<file path="src/rtl/swb_pkg.sv">
package swb_pkg;
  typedef enum logic [1:0] {
    SEL_NODE  = 2'd0,
    SEL_DELAY = 2'd1,
    SEL_POL   = 2'd2,
    SEL_NONE  = 2'd3
  } cfg_sel_e;
endpackage

</file>
<file path="src/rtl/swb_cfg_regs.sv">
module swb_cfg_regs
  import swb_pkg::*;
#(
  parameter int ADDR_W = 8,
  parameter int CODE_W = 4
) (
  input  logic              clk,
  input  logic              rst_n,
  input  logic              cfg_we,
  input  cfg_sel_e          cfg_sel,
  input  logic [ADDR_W-1:0] cfg_wdata,
  output logic [ADDR_W-1:0] node_addr,
  output logic [CODE_W-1:0] delay_code,
  output logic              chain_pol
);
  logic [ADDR_W-1:0] node_d;
  logic [CODE_W-1:0] code_d;
  logic              pol_d;

  always_comb begin
    node_d = node_addr;
    code_d = delay_code;
    pol_d  = chain_pol;
    if (cfg_we) begin
      unique case (cfg_sel)
        SEL_NODE:  node_d = cfg_wdata;
        SEL_DELAY: code_d = cfg_wdata[CODE_W-1:0];
        SEL_POL:   pol_d  = cfg_wdata[0];
        default:   ;
      endcase
    end
  end

  always_ff @(posedge clk or negedge rst_n) begin
    if (!rst_n) begin
      node_addr  <= '0;
      delay_code <= '0;
      chain_pol  <= 1'b1;
    end else begin
      node_addr  <= node_d;
      delay_code <= code_d;
      chain_pol  <= pol_d;
    end
  end

  // polarity write lands one cycle later
  a_r10_pol_write: assert property (@(posedge clk) disable iff (!rst_n)
    (cfg_we && cfg_sel == SEL_POL) |=> (chain_pol == $past(cfg_wdata[0])));
endmodule

</file>
<file path="src/rtl/swb_addr_match.sv">
module swb_addr_match #(
  parameter int ADDR_W    = 8,
  parameter int ADDR_CEIL = 254
) (
  input  logic [ADDR_W-1:0] node_addr,
  input  logic              next_sel,
  input  logic [ADDR_W-1:0] req_dest,
  output logic [ADDR_W-1:0] eff_addr,
  output logic              hit
);
  localparam logic [ADDR_W-1:0] CEIL = ADDR_W'(ADDR_CEIL);

  always_comb begin
    if (!next_sel)              eff_addr = node_addr;
    else if (node_addr >= CEIL) eff_addr = CEIL;
    else                        eff_addr = node_addr + 1'b1;
    hit = (req_dest == eff_addr);
  end
endmodule

</file>
<file path="src/rtl/swb_reply_timer.sv">
module swb_reply_timer #(
  parameter int CODE_W   = 4,
  parameter int BIT_MULT = 8
) (
  input  logic              clk,
  input  logic              rst_n,
  input  logic              arm,
  input  logic              abort,
  input  logic              bit_tick,
  input  logic [CODE_W-1:0] delay_code,
  output logic              busy,
  output logic              reply_ok
);
  localparam int CNT_W = $clog2(BIT_MULT * (1 << CODE_W));

  logic [CNT_W-1:0]  cnt_q, cnt_d, tgt_q, tgt_d, tgt_new;
  logic [CODE_W-1:0] odd_mult;
  logic              busy_d, ok_d;

  assign odd_mult = {delay_code[CODE_W-1:1], 1'b1};
  assign tgt_new  = CNT_W'(odd_mult) * CNT_W'(BIT_MULT);

  always_comb begin
    busy_d = busy;
    cnt_d  = cnt_q;
    tgt_d  = tgt_q;
    ok_d   = 1'b0;
    if (arm) begin
      busy_d = 1'b1;
      cnt_d  = '0;
      tgt_d  = tgt_new;
    end else if (abort) begin
      busy_d = 1'b0;
      cnt_d  = '0;
    end else if (busy && bit_tick) begin
      if (cnt_q + 1'b1 == tgt_q) begin
        busy_d = 1'b0;
        cnt_d  = '0;
        ok_d   = 1'b1;
      end else begin
        cnt_d = cnt_q + 1'b1;
      end
    end
  end

  always_ff @(posedge clk or negedge rst_n) begin
    if (!rst_n) begin
      busy     <= 1'b0;
      cnt_q    <= '0;
      tgt_q    <= '0;
      reply_ok <= 1'b0;
    end else begin
      busy     <= busy_d;
      cnt_q    <= cnt_d;
      tgt_q    <= tgt_d;
      reply_ok <= ok_d;
    end
  end

  a_r6_single_pulse: assert property (@(posedge clk) disable iff (!rst_n)
    reply_ok |=> !reply_ok);
  a_r6_from_count: assert property (@(posedge clk) disable iff (!rst_n)
    reply_ok |-> $past(busy));
  a_r8_abort_clears: assert property (@(posedge clk) disable iff (!rst_n)
    (abort && !arm) |=> (!busy && !reply_ok));
endmodule

</file>
<file path="src/rtl/swb_slave_addr.sv">
module swb_slave_addr
  import swb_pkg::*;
#(
  parameter int ADDR_W    = 8,
  parameter int CODE_W    = 4,
  parameter int BIT_MULT  = 8,
  parameter int ADDR_CEIL = 254
) (
  input  logic              clk,
  input  logic              rst_n,
  input  logic              cfg_we,
  input  logic [1:0]        cfg_sel,
  input  logic [ADDR_W-1:0] cfg_wdata,
  input  logic              next_sel,
  input  logic              req_start,
  input  logic              req_end,
  input  logic [ADDR_W-1:0] req_dest,
  input  logic              bit_tick,
  output logic [ADDR_W-1:0] eff_addr,
  output logic              reply_ok,
  output logic              chain_out
);
  logic [1:0]        rst_sync;
  logic              rst_int_n;
  logic [ADDR_W-1:0] node_addr;
  logic [CODE_W-1:0] delay_code;
  logic              hit, busy;

  always_ff @(posedge clk or negedge rst_n) begin
    if (!rst_n) rst_sync <= 2'b00;
    else        rst_sync <= {rst_sync[0], 1'b1};
  end
  assign rst_int_n = rst_sync[1];

  swb_cfg_regs #(.ADDR_W(ADDR_W), .CODE_W(CODE_W)) u_cfg (
    .clk(clk), .rst_n(rst_int_n), .cfg_we(cfg_we),
    .cfg_sel(cfg_sel_e'(cfg_sel)), .cfg_wdata(cfg_wdata),
    .node_addr(node_addr), .delay_code(delay_code), .chain_pol(chain_out)
  );

  swb_addr_match #(.ADDR_W(ADDR_W), .ADDR_CEIL(ADDR_CEIL)) u_match (
    .node_addr(node_addr), .next_sel(next_sel), .req_dest(req_dest),
    .eff_addr(eff_addr), .hit(hit)
  );

  swb_reply_timer #(.CODE_W(CODE_W), .BIT_MULT(BIT_MULT)) u_timer (
    .clk(clk), .rst_n(rst_int_n), .arm(req_end && hit), .abort(req_start),
    .bit_tick(bit_tick), .delay_code(delay_code),
    .busy(busy), .reply_ok(reply_ok)
  );

  a_r4_ceiling: assert property (@(posedge clk) disable iff (!rst_int_n)
    next_sel |-> (eff_addr <= ADDR_W'(ADDR_CEIL)));
  a_r7_no_start_on_miss: assert property (@(posedge clk) disable iff (!rst_int_n)
    (req_end && !hit && !busy && !req_start) |=> !busy);
endmodule

</file>
<file path="config.mk">
export PLATFORM = sky130hd
export DESIGN_NAME = swb_slave_addr
export DESIGN_NICKNAME = d
export VERILOG_FILES = /design/src/rtl/swb_pkg.sv /design/src/rtl/swb_cfg_regs.sv /design/src/rtl/swb_addr_match.sv /design/src/rtl/swb_reply_timer.sv /design/src/rtl/swb_slave_addr.sv
export SDC_FILE = /design/constraint.sdc
export NUM_CORES = 1
export LEC_CHECK = 0
export ABC_AREA = 1
export BUFFER_PORTS_ARGS = -buffer_cell sky130_fd_sc_hd__buf_2
export CAP_MARGIN = 20
export CORE_MARGIN = 2
export CORE_UTILIZATION = 40
export DETAILED_ROUTE_END_ITERATION = 12
export GPL_ROUTABILITY_DRIVEN = 0
export PLACE_DENSITY = 0.7
export SETUP_SLACK_MARGIN = 0.2
export SLEW_MARGIN = 10
export SYNTH_ARGS = -nofsm -noshare
export SYNTH_HDL_FRONTEND = slang
export SYNTH_SLANG_ARGS = --single-unit
</file>
<file path="constraint.sdc">
create_clock -name clk -period 3.7 [get_ports clk]
set_input_delay 0.185 -clock clk [delete_from_list [all_inputs] [get_ports clk]]
set_output_delay 0.185 -clock clk [all_outputs]
set_load 0.01 [all_outputs]
</file>
Yosys cells after proc, flatten, opt, wreduce, memory -nomap -nowiden
Index checks and enable logic that the tools add are counted.

cells by class
  add/subtract/negate cells = 2
  $lt $le $gt $ge = 1
  eq/ne operators = 4
  multiplexer cells = 14
  reductions and logical operators = 9

operators by type and width
  operator                                                               number
  7-bit two-way mux                                                      4
  8-bit two-way mux                                                      2
  8-bit by 1-bit adder with 8-bit output, second input constant          1
  8-bit equality test                                                    1
  8-bit >= comparator, second input constant                             1
  1-bit two-way mux                                                      8
  2-bit AND reduction                                                    4
  7-bit by 1-bit adder with 7-bit output, second input constant          1
  7-bit equality test                                                    1
  3-bit nonzero test                                                     2
  2-bit by 1-bit equality test with 1-bit output, second input constant  1
  2-bit equality test, second input constant                             1
  1-bit logical AND                                                      2
  2-bit logical NOT                                                      1

storage, ports and cells
  bits in registers = 28
  input bits = 25
  output and inout port bits = 10

Longest topological paths before layout
  depth after elaboration = 7
  gate-level depth with buffers = 15
  mapped depth without buffers = 15

Modules after synthesis
A second synthesis with hierarchy kept.

second synthesis, totals
  cells, all modules = 261
  area total of the unflattened synthesis = 1,848.0 um^2

by module, submodules not included
  module           instances  cells an instance  area each (um^2)  seq. area each (um^2)
  swb_reply_timer  1          101                744.5             325.3
  swb_cfg_regs     1          61                 569.3             326.6
  swb_addr_match   1          94                 473.0             0.0
  swb_slave_addr   1          5                  61.3              50.0

Least setup slack after synthesis
Ideal clock, no wire load.

  path type = reg2reg
  from = register u_cfg.node_addr[0]
  to = register u_timer.cnt_q[1]
  setup time = 118 ps
  data arrival time = 1,816 ps
  required time = 3,582 ps
  setup slack = 1,766 ps
  cell stages (with the launch flop) = 15
  path buffers = 2
  cell sequence = dfrtp_1 inv_1 ha_1 nor2_1 nor2_2 nand3_2 buf_6 nand3_1 nand2_1 nand3_1 nor2_2 nand2_4 buf_6 nand3_1 nand2_1

between the ends
  longest elaborated chain between the ends = 6
  elaborated cells on any way between the ends = 8
  those cells by class = add/sub: 1; order compare: 1; eq/ne: 1; mux: 3; reduce/logical: 2

ends and longest elaborated chain
  element                                                                        RTL line                                    text
  start: declaration                                                             swb_cfg_regs.sv:12                          output logic [ADDR_W-1:0] node_addr,
  start signal: assignment                                                       swb_cfg_regs.sv:40                          node_addr <= node_d;
  8-bit by 1-bit adder with 8-bit output or 8-bit >= comparator (tied branches)  swb_addr_match.sv:16, swb_addr_match.sv:15
  8-bit two-way mux (*)                                                          swb_addr_match.sv:15                        else if (node_addr >= CEIL) eff_addr = CEIL;
  8-bit two-way mux (*)                                                          swb_addr_match.sv:14                        if (!next_sel) eff_addr = node_addr;
  named net eff_addr[5]                                                          swb_slave_addr.sv:19                        output logic [ADDR_W-1:0] eff_addr,
  8-bit equality test (*)                                                        swb_addr_match.sv:17                        hit = (req_dest == eff_addr);
  1-bit logical AND (*)                                                          swb_slave_addr.sv:47                        .clk(clk), .rst_n(rst_int_n), .arm(req_end && hit), .abort(req_start),
  3-bit nonzero test (no line) or 7-bit two-way mux (tied branches)              -
  end signal: assignment                                                         swb_reply_timer.sv:54                       cnt_q <= cnt_d;
  end: declaration                                                               swb_reply_timer.sv:16                       logic [CNT_W-1:0] cnt_q, cnt_d, tgt_q, tgt_d, tgt_new;

The timed path passes the listed nets; every way through them passes the cells marked *.
A chain may end at the register's enable or synchronous reset.

Final worst setup path
  from = register u_cfg.node_addr[0]
  to = register u_timer.tgt_q[6]

between the ends
  longest elaborated chain between the ends = 5
  elaborated cells on any way between the ends = 6
  those cells by class = add/sub: 1; order compare: 1; eq/ne: 1; mux: 2; reduce/logical: 1

ends and longest elaborated chain
  element                                                                        RTL line                                    text
  8-bit by 1-bit adder with 8-bit output or 8-bit >= comparator (tied branches)  swb_addr_match.sv:16, swb_addr_match.sv:15
  8-bit two-way mux                                                              swb_addr_match.sv:15
  8-bit two-way mux (*)                                                          swb_addr_match.sv:14
  8-bit equality test (*)                                                        swb_addr_match.sv:17
  1-bit logical AND (*)                                                          swb_slave_addr.sv:47
  end signal: assignment                                                         swb_reply_timer.sv:55                       tgt_q <= tgt_d;
  end: declaration                                                               swb_reply_timer.sv:16

Every way passes the cells marked *; elsewhere a longest branch is shown, timed or not.

==> flow_metrics.py <==
metrics = {
    "yosys": {
        "synth_warnings": 0,
        "ys_ff_latch": 27,
        "synth_area_per_cell_um2": 6.88,
        "ys_seq_area_frac": 0.393,
        "synthesis.nets": 278,
        "synthesis.area_um2": 1720,
        "synthCells": 250,
        "netlist-cell-type-count": 24,
    },
    "grt": {
        "grt_overflow_total": 0,
        "grtUsageMet3": 0.0262,
        "grt_pass1_vias": 1474,
        "grt_max_degree": 26,
        "grt.busiest_layer": "met2",
        "met1_usage": 0.194,
        "antenna_found_initial": 0,
        "grt_pass1_wl_mm": 6.07,
        "grt_util_met2": 0.261,
        "track_usage": 0.150,
    },
    "setup_path": {
        "end_kind": "flip-flop",
        "cp_max_fo": 18,
        "required_ns": 3.92,
        "critPathArrivalTime_ns": 2.27,
        "cp-start-kind": "flip-flop",
        "critical_path_class": "flip-flop to flip-flop",
        "critPathLaunch": "u_cfg.node_addr[0]",
        "reg2reg_depth": 15,
        "r2r-start": "u_cfg.node_addr[0]",
    },
    "place": {
        "dp_hpwl_mm": 2.69,
        "placed_area_um2": 1920,
        "portBuffers": 34,
    },
    "die": {
        "die_area_um2": 4840,
        "start_util": 0.424,
        "fp.dieW_um": 69.6,
        "io_pins": 35,
        "die_y_um": 69.6,
        "rows": 23,
        "design.core.area_um2": 4060,
    },
    "route": {
        "drc": 0,
        "avgRoutedWirePerCell_um": 10.2,
        "initialDrtViolationCount": 93,
        "postRouteWirelength_mm": 3.43,
        "ant_nets": 0,
        "viasPerCell": 4.81,
        "vias": 1615,
        "drt_first_pass_iters": 4,
    },
    "clock_tree": {
        "tritoncts": "done",
        "clkSinkCount": 27,
        "clock_latency_ns": 0.27,
        "h-tree-depth": 1,
        "path_clk_slew_ns": 0.10,
        "cts_made_buffers": 3,
        "cts-root-buf": "clkbuf_8",
        "cts_buffer_depth": 2,
    },
    "job": {
        "maxCapViolCount": 0,
    },
    "cells_and_area": {
        "area_growth_pct": 16.8,
        "final.fill_count": 419,
        "multi_input_area_um2": 877,
        "stdcell_area_um2": 2010,
        "nNetsFinal": 315,
        "antennaDiodeCount": 0,
        "register_area_um2": 677,
        "drive_gt1_frac": 0.178,
    },
    "sta": {
        "max_freq_mhz": 487,
        "setup_tns_ns": 0,
        "worstMarginPinSlew_ns": 0.598,
        "rsz0062_at_grt": "false",
        "setup_viol": 0,
        "min_period_ns": 2.05,
        "drv_slew": 0,
        "post-route-period-util": 0.555,
        "maxSlewHeadroom": 0.602,
        "hold_violations": 0,
        "fin_worst_skew_ns": 0.00273,
    },
    "run_status": {
        "run_status": "completed",
    },
    "power_and_ir_drop": {
        "p_leak_nw": 1.13,
        "power_density_nw_per_um2": 344,
        "ir_worst_vdd_mv": 0.186,
        "p_total_mw": 0.691,
    },
    "min_path": {
        "hp-class": "primary input to flip-flop",
        "holdCritStartpoint": "cfg_wdata[0]",
        "hold_path_depth": 3,
    },
}
## what timing repair did
| item | in CTS | in global routing |
|---|---|---|
| endpoints found under the hold margin | 2 | 0 |
| resized for setup | 0 | 0 |
| hold buffers | 1 | 0 |
| setup buffers | 0 | 0 |
## final timing paths
| path | end | slack, ns |
|---|---|---|
| max | u_timer.tgt_q[6] | 1.65 |
| min | u_cfg.chain_pol | 0.15 |
| max reg2reg | u_timer.tgt_q[6] | 1.65 |
| min reg2reg | u_cfg.delay_code[3] | 0.16 |
| max in group asynchronous | u_cfg.chain_pol | 3.04 |
| min in group asynchronous | u_cfg.delay_code[3] | 0.16 |
## state kept, by name, indices dropped and copies added, names as in the netlist
name and cells:
u_timer.reply_ok 1, u_timer.busy 1, u_timer.tgt_q 4, u_cfg.chain_pol 1
u_cfg.delay_code 3, rst_sync 2, u_timer.cnt_q 7, u_cfg.node_addr 8
## cells by family after synthesis
logic type	Yosys count	synth area share
simple gates	157	0.410
buf+inv	40	0.0967
flops	27	0.393
compound gates	18	0.0524
fa+ha+maj	3	0.0218
xor+xnor	2	0.0102
mux	2	0.0131
other cells	1	0.00218
## Yosys cell counts
library cell,number,area (um^2)
a21oi_1,6,30.0
buf_2,1,5.00
buf_6,2,22.5
clkbuf_1,1,3.75
conb_1,1,3.75
dfrtp_1,26,651
dfstp_2,1,26.3
ha_1,3,37.5
inv_1,35,131
inv_2,1,3.75
mux2_2,2,22.5
nand2_1,84,315
nand2_2,1,6.26
nand2_4,2,22.5
nand3_1,31,155
nand3_2,2,20.0
nand3b_1,6,45.0
nand4_1,6,37.5
nor2_1,21,78.8
nor2_2,3,18.8
nor4_1,1,6.26
o21ai_0,11,55.1
o21ai_1,1,5.00
xor2_1,2,17.5
## cell type report
class,count,share of cell area
clock buffers,3,0.0205
repair buffers,36,0.103
well taps,50,0.0311
multi-input cells,183,0.436
flip-flops and latches,27,0.337
inverters,36,0.0672
clock inverters,1,0.00436
## worst max-delay path, stage by stage, from the launching register on
cell	delay, ns
dfrtp_1	0.48
inv_1	0.07
ha_1	0.19
nor2_1	0.11
nor2_2	0.06
nand3_2	0.20
nand2_1	0.11
nand2_1	0.07
nand2_1	0.04
nor2_1	0.09
nand2_1	0.07
nor2_2	0.12
nand2_4	0.14
inv_2	0.12
nand2_1	0.06
nand2_1	0.05
## cells in the final DEF (no fill, tap or decap), types with 3 or more instances in the layout
master	instances
ha_1	3
nor2_1	21
nand3b_1	6
buf_2	34
dfrtp_1	26
a21oi_1	6
clkbuf_8	3
nand4_1	6
o21ai_0	11
nand3_1	31
nor2_2	3
inv_1	35
nand2_1	84
## per-layer routing
layer,routed length [um],share of wire
met1,1700,0.50
met2,1590,0.46
met3,106,0.031
met4,27,0.0079
met5,0,0
## through the flow
stage               setup WS (ns)   util  hold slack [ns]  instances
floorplan                    1.77      -           -0.111        250
detailed placement           1.65  0.474          -0.0294        330
global route                 1.37  0.495            0.151        336
global placement             1.72  0.474          -0.0294        330
finish                       1.65  0.495            0.145        336
CTS                          1.61  0.488            0.131        335
## power breakdown
part / switching (mW) / internal (mW)
registers: 0.0294 / 0.322
logic: 0.0936 / 0.0712
clock network: 0.0953 / 0.0790
total: 0.218 / 0.473
No activity file was read; power rests on OpenSTA's default activity.
